===== config.mk =====
export PLATFORM = sky130hd
export DESIGN_NAME = tally_bank
export DESIGN_NICKNAME = d
export VERILOG_FILES = /design/src/rtl/tally_pkg.sv /design/src/rtl/tally_decode.sv /design/src/rtl/tally_counter.sv /design/src/rtl/tally_bank.sv
export SDC_FILE = /design/constraint.sdc
export NUM_CORES = 1
export LEC_CHECK = 0
export CAP_MARGIN = 10
export CORE_UTILIZATION = 40
export DETAILED_ROUTE_END_ITERATION = 10
export HOLD_SLACK_MARGIN = 0.03
export PLACE_DENSITY = 0.61
export SLEW_MARGIN = 20
export SYNTH_ARGS = -nofsm -noshare
export SYNTH_HDL_FRONTEND = slang
export SYNTH_HIERARCHICAL = 1
export SYNTH_SLANG_ARGS = --single-unit

===== constraint.sdc =====
create_clock -name clk -period 3.2 [get_ports clk]
set_input_delay 0.32 -clock clk [delete_from_list [all_inputs] [get_ports clk]]
set_output_delay 0.32 -clock clk [all_outputs]
set_load 0.03 [all_outputs]

===== src/rtl/tally_pkg.sv =====
package tally_pkg;

  localparam int CNT_W = 64;
  localparam int HALF_W = 32;

  localparam logic [3:0] PAGE_RO = 4'hC;
  localparam logic [3:0] PAGE_SH = 4'hB;
  localparam logic [6:0] OFF_CYC = 7'h00;
  localparam logic [6:0] OFF_RET = 7'h02;

  typedef enum logic [0:0] {
    CTR_CYC = 1'b0,
    CTR_RET = 1'b1
  } ctr_id_e;

  typedef struct packed {
    logic    hit;
    logic    shadow;
    logic    upper;
    ctr_id_e id;
  } tally_dec_t;

endpackage


===== src/rtl/tally_decode.sv =====
module tally_decode
  import tally_pkg::*;
#(
  parameter int XLEN = 32
) (
  input  logic [11:0] addr,
  output tally_dec_t  dec
);

  localparam bit SPLIT = (XLEN == 32);

  logic [3:0] page;
  logic [6:0] off;
  logic       upper_sel;
  logic       page_ok;
  logic       off_ok;

  always_comb begin
    page      = addr[11:8];
    off       = addr[6:0];
    upper_sel = addr[7];
    page_ok   = (page == PAGE_RO) || (page == PAGE_SH);
    off_ok    = (off == OFF_CYC) || (off == OFF_RET);
    dec.hit    = page_ok && off_ok && (!upper_sel || SPLIT);
    dec.shadow = (page == PAGE_SH);
    dec.upper  = upper_sel;
    dec.id     = (off == OFF_RET) ? CTR_RET : CTR_CYC;
  end

endmodule


===== src/rtl/tally_counter.sv =====
module tally_counter
  import tally_pkg::*;
#(
  parameter int XLEN = 32
) (
  input  logic             clk,
  input  logic             rst,
  input  logic             inc,
  input  logic             wr_lo,
  input  logic             wr_hi,
  input  logic [XLEN-1:0]  wdata,
  output logic [CNT_W-1:0] value
);

  localparam logic [CNT_W-1:0] LO_MASK =
    (XLEN == CNT_W) ? {CNT_W{1'b1}} : {{(CNT_W-HALF_W){1'b0}}, {HALF_W{1'b1}}};
  localparam logic [CNT_W-1:0] HI_MASK = ~LO_MASK;

  logic [CNT_W-1:0] cnt_q;

  always_ff @(posedge clk) begin
    if (rst) begin
      cnt_q <= '0;
    end else if (wr_lo) begin
      cnt_q[XLEN-1:0] <= wdata;
    end else if (wr_hi) begin
      cnt_q[CNT_W-1:HALF_W] <= wdata[HALF_W-1:0];
    end else begin
      cnt_q <= cnt_q + CNT_W'(inc);
    end
  end

  assign value = cnt_q;

  // an idle cycle adds exactly the increment request
  a_r2_count_step: assert property (@(posedge clk) disable iff (rst)
    (!rst && !wr_lo && !wr_hi) |=> (cnt_q == $past(cnt_q) + CNT_W'($past(inc))));

  a_r6_lo_load: assert property (@(posedge clk) disable iff (rst)
    (!rst && wr_lo) |=> (((cnt_q & LO_MASK) == CNT_W'($past(wdata))) &&
                         (((cnt_q ^ $past(cnt_q)) & HI_MASK) == '0)));

  a_r7_hi_load: assert property (@(posedge clk) disable iff (rst)
    (!rst && wr_hi && !wr_lo) |=> ((cnt_q[CNT_W-1:HALF_W] == $past(wdata[HALF_W-1:0])) &&
                                    (cnt_q[HALF_W-1:0] == $past(cnt_q[HALF_W-1:0]))));

endmodule


===== src/rtl/tally_bank.sv =====
module tally_bank
  import tally_pkg::*;
#(
  parameter int XLEN = 32
) (
  input  logic            clk,
  input  logic            rst,
  input  logic            retire_i,
  input  logic [11:0]     addr_i,
  input  logic            we_i,
  input  logic [XLEN-1:0] wdata_i,
  output logic [XLEN-1:0] rdata_o,
  output logic            hit_o
);

  localparam int NUM_CTR = 2;

  tally_dec_t       dec;
  logic [NUM_CTR-1:0] wr_lo_v;
  logic [NUM_CTR-1:0] wr_hi_v;
  logic [NUM_CTR-1:0] inc_v;
  logic [CNT_W-1:0]   val [NUM_CTR];
  logic [CNT_W-1:0]   sel_val;
  logic [XLEN-1:0]    rd_next;
  logic               ld_ok;

  tally_decode #(.XLEN(XLEN)) u_dec (
    .addr (addr_i),
    .dec  (dec)
  );

  assign ld_ok = we_i && dec.hit && dec.shadow;

  for (genvar g = 0; g < NUM_CTR; g++) begin : g_ctr
    assign inc_v[g]   = (g == int'(CTR_CYC)) ? 1'b1 : retire_i;
    assign wr_lo_v[g] = ld_ok && !dec.upper && (int'(dec.id) == g);
    assign wr_hi_v[g] = ld_ok &&  dec.upper && (int'(dec.id) == g);

    tally_counter #(.XLEN(XLEN)) u_cnt (
      .clk   (clk),
      .rst   (rst),
      .inc   (inc_v[g]),
      .wr_lo (wr_lo_v[g]),
      .wr_hi (wr_hi_v[g]),
      .wdata (wdata_i),
      .value (val[g])
    );
  end

  always_comb begin
    sel_val = val[dec.id];
    if (!dec.hit)
      rd_next = '0;
    else if (dec.upper)
      rd_next = XLEN'(sel_val >> HALF_W);
    else
      rd_next = XLEN'(sel_val);
  end

  always_ff @(posedge clk) begin
    if (rst) begin
      rdata_o <= '0;
      hit_o   <= 1'b0;
    end else begin
      rdata_o <= rd_next;
      hit_o   <= dec.hit;
    end
  end

  a_r8_ro_load_dropped: assert property (@(posedge clk) disable iff (rst)
    (we_i && !(addr_i[11:8] == PAGE_SH)) |-> ((wr_lo_v == '0) && (wr_hi_v == '0)));

  a_r9_hit_page: assert property (@(posedge clk) disable iff (rst)
    hit_o |-> (($past(addr_i[11:8]) == PAGE_RO) || ($past(addr_i[11:8]) == PAGE_SH)));

  a_r6_single_load: assert property (@(posedge clk) disable iff (rst)
    $onehot0({wr_hi_v, wr_lo_v}));

  a_r1_clear: assert property (@(posedge clk)
    rst |=> ((rdata_o == '0) && !hit_o && (val[0] == '0) && (val[1] == '0)));

endmodule


* Word level (Yosys, flattened, before mapping)
Index checks and enable logic that the tools add are counted.
Storage, ports and cells: register bits 161, input bits 48, output and inout bits 33, logic and storage cells 42
Operators by class: $add $sub $neg 2, magnitude comparators 1, equal/unequal tests 5, mux-type cells 11, bitwise gates (word level) 3, reductions and logical operators 14
Operator list (count):
- $mux W32 | 7
- $mux W64 | 3
- $add A64 B1 Y64 | 1
- $add A64 B1 Y64 const B | 1
- $logic_and A1 B1 Y1 | 9
- $eq A4 B4 Y1 const B | 2
- $eq A7 B2 Y1 const B | 1
- $logic_not A7 Y1 | 1
- $ne A2 B1 Y1 const B | 2
- $ge A2 B2 Y1 const B | 1
- $logic_or A1 B1 Y1 | 2
- $not A1 Y1 | 2
- $not A1 Y2 | 1
- $reduce_or A2 Y1 | 1
- $logic_not A1 Y1 | 1
- $mux W1 | 1

* Logic depth before layout (Yosys ltp)
depth in word-level cells 9, gate-level depth with buffers 15, mapped depth without buffers 10

* Hierarchy
The synthesis kept the hierarchy.
Modules (own cells, without submodules):
- tally_counter | times used 2, cells an instance 517, area an instance 3918.8 µm², sequential area each 1281.2 µm²
- tally_bank | times used 1, cells an instance 155, area an instance 1884.3 µm², sequential area each 660.6 µm²
- tally_decode | times used 1, cells an instance 8, area an instance 75.1 µm², sequential area each 0.0 µm²

* Worst setup path after synthesis
No wires, ideal clock.
path type input to register, start input port addr_i[0], end register g_ctr[0].u_cnt.cnt_q[25], library setup time 0.128 ns, arrival time 3.147 ns, required time 3.072 ns, path slack -0.075 ns, stages 13, path buffers 4, cells stage by stage or4_4 nor4b_1 buf_2 buf_4 buf_4 nor2_1 clkbuf_1 nand4b_1 nor4_1 nand4_1 xnor2_1 mux2i_1 nor2_1
RTL lines:
- from (decl) | line tally_bank.sv:9 | input logic [11:0] addr_i,
- to (signal, indexed assignment) | line tally_counter.sv:25 | cnt_q[XLEN-1:0] <= wdata;
- to (signal, indexed assignment) | line tally_counter.sv:27 | cnt_q[CNT_W-1:HALF_W] <= wdata[HALF_W-1:0];
- to (signal assigned) | line tally_counter.sv:29 | cnt_q <= cnt_q + CNT_W'(inc);
- to (decl) | line tally_counter.sv:19 | logic [CNT_W-1:0] cnt_q;

==> results by group <==
Yosys
  – Yosys top cell by area: dfxtp_1
  – Post-synth top area share: 32.9%
  – Register area share after synthesis: between 30% and 40%
  – Syn Inst Count: 1197
  – Synth top cells by count: dfxtp_1 (161), nor2_1 (150), mux2i_1 (120)
  – Most frequent cell after synthesis: dfxtp_1
  – Post-synthesis adder-cell area fraction: 0.511%
  – Post-synthesis mux area share: approximately 12%
  – Synth top area cells: dfxtp_1 (33%), mux2i_1 (12%), nor2_1 (5.7%)
  – Post-synth ARST share: 0%
  – Netlist Area Pre-Place: around 0.01 mm^2
  – Synth cell types: 61
  – Synth Register Bits: 161
  – Syn_area_per_cell: 8.18 um^2
  – Yosys warnings: 6
  – Number of synthesized flops with an enable pin: 0
  – Largest family of logic cells by synthesized area: simple AND/OR/NAND/NOR gates
  – Compound-Gate Fraction of Synth Area: between 10% and 20%
  – Post-Synth XOR/XNOR Area: 5.01%
  – Syn_nets: 1249
  – Simple-gate portion of the synthesized area: 25.5%
  – Synth Flop Type: dfxtp_1

STA
  – RSZ-0062 raised after global routing: false
  – Worst rel slew slack: a little under three fifths
  – Slew Viols, Final: 0
  – Hold Vio Cnt, Final: 0
  – Worst hold margin: ~340 ps
  – Setup slack after layout: 190 ps
  – Worst Tran Pin Value: 641 ps
  – Tmin final: 3010 ps
  – Clock skew: 10.4 ps
  – Fin crit share: 94.1%
  – Final setup fails: 0
  – F_max: 0.332 GHz
  – Post-route setup TNS: 0 ps

Worst setup path
  – Crit start category: input port
  – Reg2reg setup slack: 470 ps
  – Worst path bufs/invs: 5
  – Delay-heaviest family, CP: simple AND/OR/NAND/NOR gates
  – CP Capture Type: flip-flop
  – Crit path DAT: 3370 ps
  – Cell mode on critical path: buf_4
  – CP Cell Sequence: clkdlybuf4s50_1 > or4_4 > a2111oi_2 > nand4_1 > buf_4 > nor2_4 > buf_4 > inv_2 > nor2_1 > buf_4 > a22oi_1 > a31oi_1
  – Slowest cell on the critical path: a2111oi_2
  – CP Depth: 12
  – R2R Path End: g_ctr[0].u_cnt/value[52]
  – CP Max Fanout: 7
  – Slowest cell delay on critical path: 580 ps
  – Worst r2r path cells: 6
  – Kind of critical path: input port to flip-flop
  – Required time worst endpoint: 3560 ps
  – RR Startpoint: g_ctr[0].u_cnt/value[33]

Pwr
  – P per Cell Area: 361 mW/mm^2
  – Psw: 1060 uW
  – Cell Int Power: about 3200 uW
  – Combinational power share: 6.1%
  – Maximum VDD drop: 0.000325 V
  – Leak pwr: roughly 0.0039 uW
  – Clock power share: 46.1%
  – Proportion of power drawn by flip-flops and latches: 47.8%
  – Switching part of the total power: 24.6%

Floorplanning
  – Floorplan row count: 56
  – Core area: 0.0238 mm^2
  – Die area: 0.0251 mm^2
  – Die span in x: between 150 and 200 um
  – I/O pin count: 81
  – Initial Utilization: 41.2%
  – Die Ht: around 160 um

Global routing
  – Initial antenna violation count: 0
  – Number of global-route vias before repair: approximately 8900
  – Largest net degree at the start of global routing: 65
  – Global-route wire length before repair: 52800 um
  – Tot GR Track Use: around 28%
  – Grt ovf: 0

Layout
  – N_diodes: 0
  – Multi-input logic area: 0.00607 mm^2
  – Layout area overhead: 21.6%
  – Share of cells above drive strength 1: 12.8%
  – Fill cells: 2288
  – Post-Layout Cell Count: 1631
  – FF+latch area: ~0.0032 mm^2
  – Post-layout nets: between 1000 and 1500
  – Layout Utilization: about half

Routing
  – Vias per cell: between 6 and 7
  – DR iter-0 viols: 950
  – Number of remaining DRC errors: 0
  – Final WL: 35200 um
  – Initial DRT Pass Iterations: 6
  – Antenna-violating nets left: 0
  – Routed wire per std cell: 21.6 um
  – Vias: 9872

Clock network
  – Worst-Skew Late Latency: 430 ps
  – Htree depth: 4
  – CTS buffer count: 17
  – Cts repair resizes: 0
  – # hold bufs at CTS: 0
  – Root Driver: clkbuf_16
  – Worst-path clk slew: 70 ps
  – Clk sinks: 161
  – Post-CTS Setup Bufs: 0
  – Clk buf depth: 2
  – CTS tree: yes

Placement
  – Dpl hpwl: 26000 um
  – Cells after DPL: 1599
  – I/O Buffers: 80
  – Dpl ws: -137 ps
  – Placer Congestion: between 0.9 and 1

Status
  – Status: completed

Min path
  – Min-delay worst type: input port to flip-flop
  – Worst Hold End: hit_o
  – Hold path depth: 2
  – Hold path startpoint: rst

Job
  – MaxCap Viol Count: 0
==> through the flow <==
stage | instance area, um^2 | total power, uW
2_1_floorplan | 9800 | 2190
3_3_place_gp | 11400 | 2360
3_5_place_dp | 11400 | 2360
4_1_cts | 11900 | 4310
5_1_grt | 11900 | 4410
6_report | 11900 | 4300
==> final cells by class <==
type                       instances  area share, %
inverter                          39           1.23
tap                              319           3.35
sequential                       161           27.1
timing repair buffer             161           12.8
multi-input combinational        919           51.0
clock inverter                    10          0.725
clock buffer                      22           3.90
==> power by group through the flow <==
| stage | Clock [uW] | Combinational (uW) | Sequential [uW] |
|---|---|---|---|
| 5_1_grt | 2080 | 275 | 2060 |
| 3_5_place_dp | 0 | 257 | 2100 |
| 2_1_floorplan | 0 | 110 | 2090 |
| 4_1_cts | 2000 | 259 | 2060 |
| 3_3_place_gp | 0 | 257 | 2100 |
| 6_report | 1980 | 263 | 2060 |
==> logic make-up (layout without fill, tap and decap cells) <==
kind of cell	count (synthesis)	after routing
compound gates	249	249
xor+xnor	56	56
fa+ha+maj	4	4
buf+inv	117	232
flops	161	161
mux	120	120
other cells	1	1
simple gates	489	489
==> sequential cells by signal, summed over array words and instances, names as in the netlist <==
name / flops
rdata_o: 32
hit_o: 1
g_ctr.u_cnt/value: 128
==> layout by cell type (no fill, tap or decap), drive strengths merged, types with 5 or more instances in the layout <==
cell type / n
o211ai: 8
a22oi: 24
nand2: 66
o31ai: 6
or3: 8
mux2i: 120
a21oi: 74
and2: 6
and3: 20
clkdlybuf4s50: 79
or4: 11
buf: 82
nor2: 150
nand2b: 5
nor4: 38
nand3: 51
a31oi: 22
o21ai: 18
or2: 10
clkinv: 8
nand3b: 8
xor2: 12
o2bb2ai: 10
nor2b: 7
a211oi: 8
o22ai: 52
inv: 37
clkbuf: 22
nand4: 55
dfxtp: 161
xnor2: 44
nor3: 44
==> worst register-to-register path: cells and delay by family, from the launching register on <==
| family | cells | cell delay (ps) |
|---|---|---|
| AOI/OAI and AO/OA | 1 | 160 |
| DFF | 1 | 540 |
| and+or+nand+nor | 5 | 1950 |
==> how the worst max path moves through the flow <==
stage / from / to / slack [ps]
3_5_place_dp: addr_i[0] / g_ctr[1].u_cnt/value[40] / -140
6_report: addr_i[0] / g_ctr[1].u_cnt/value[40] / 190
5_1_grt: addr_i[0] / g_ctr[1].u_cnt/value[38] / 50
4_1_cts: addr_i[0] / g_ctr[1].u_cnt/value[40] / 290
3_3_place_gp: addr_i[0] / g_ctr[1].u_cnt/value[40] / -70
2_1_floorplan: addr_i[0] / g_ctr[0].u_cnt/value[25] / 140
==> per-layer routing <==
layer / vias up / wire [um] / GRT usage [%]
met5: - / 0 / 0
met1: 4680 / 15700 / 38.1
met2: 476 / 15800 / 45.1
li1: 4637 / - / -
met3: 79 / 2470 / 4.95
met4: 0 / 1240 / 11.4
No activity file was read; power rests on OpenSTA's default activity.
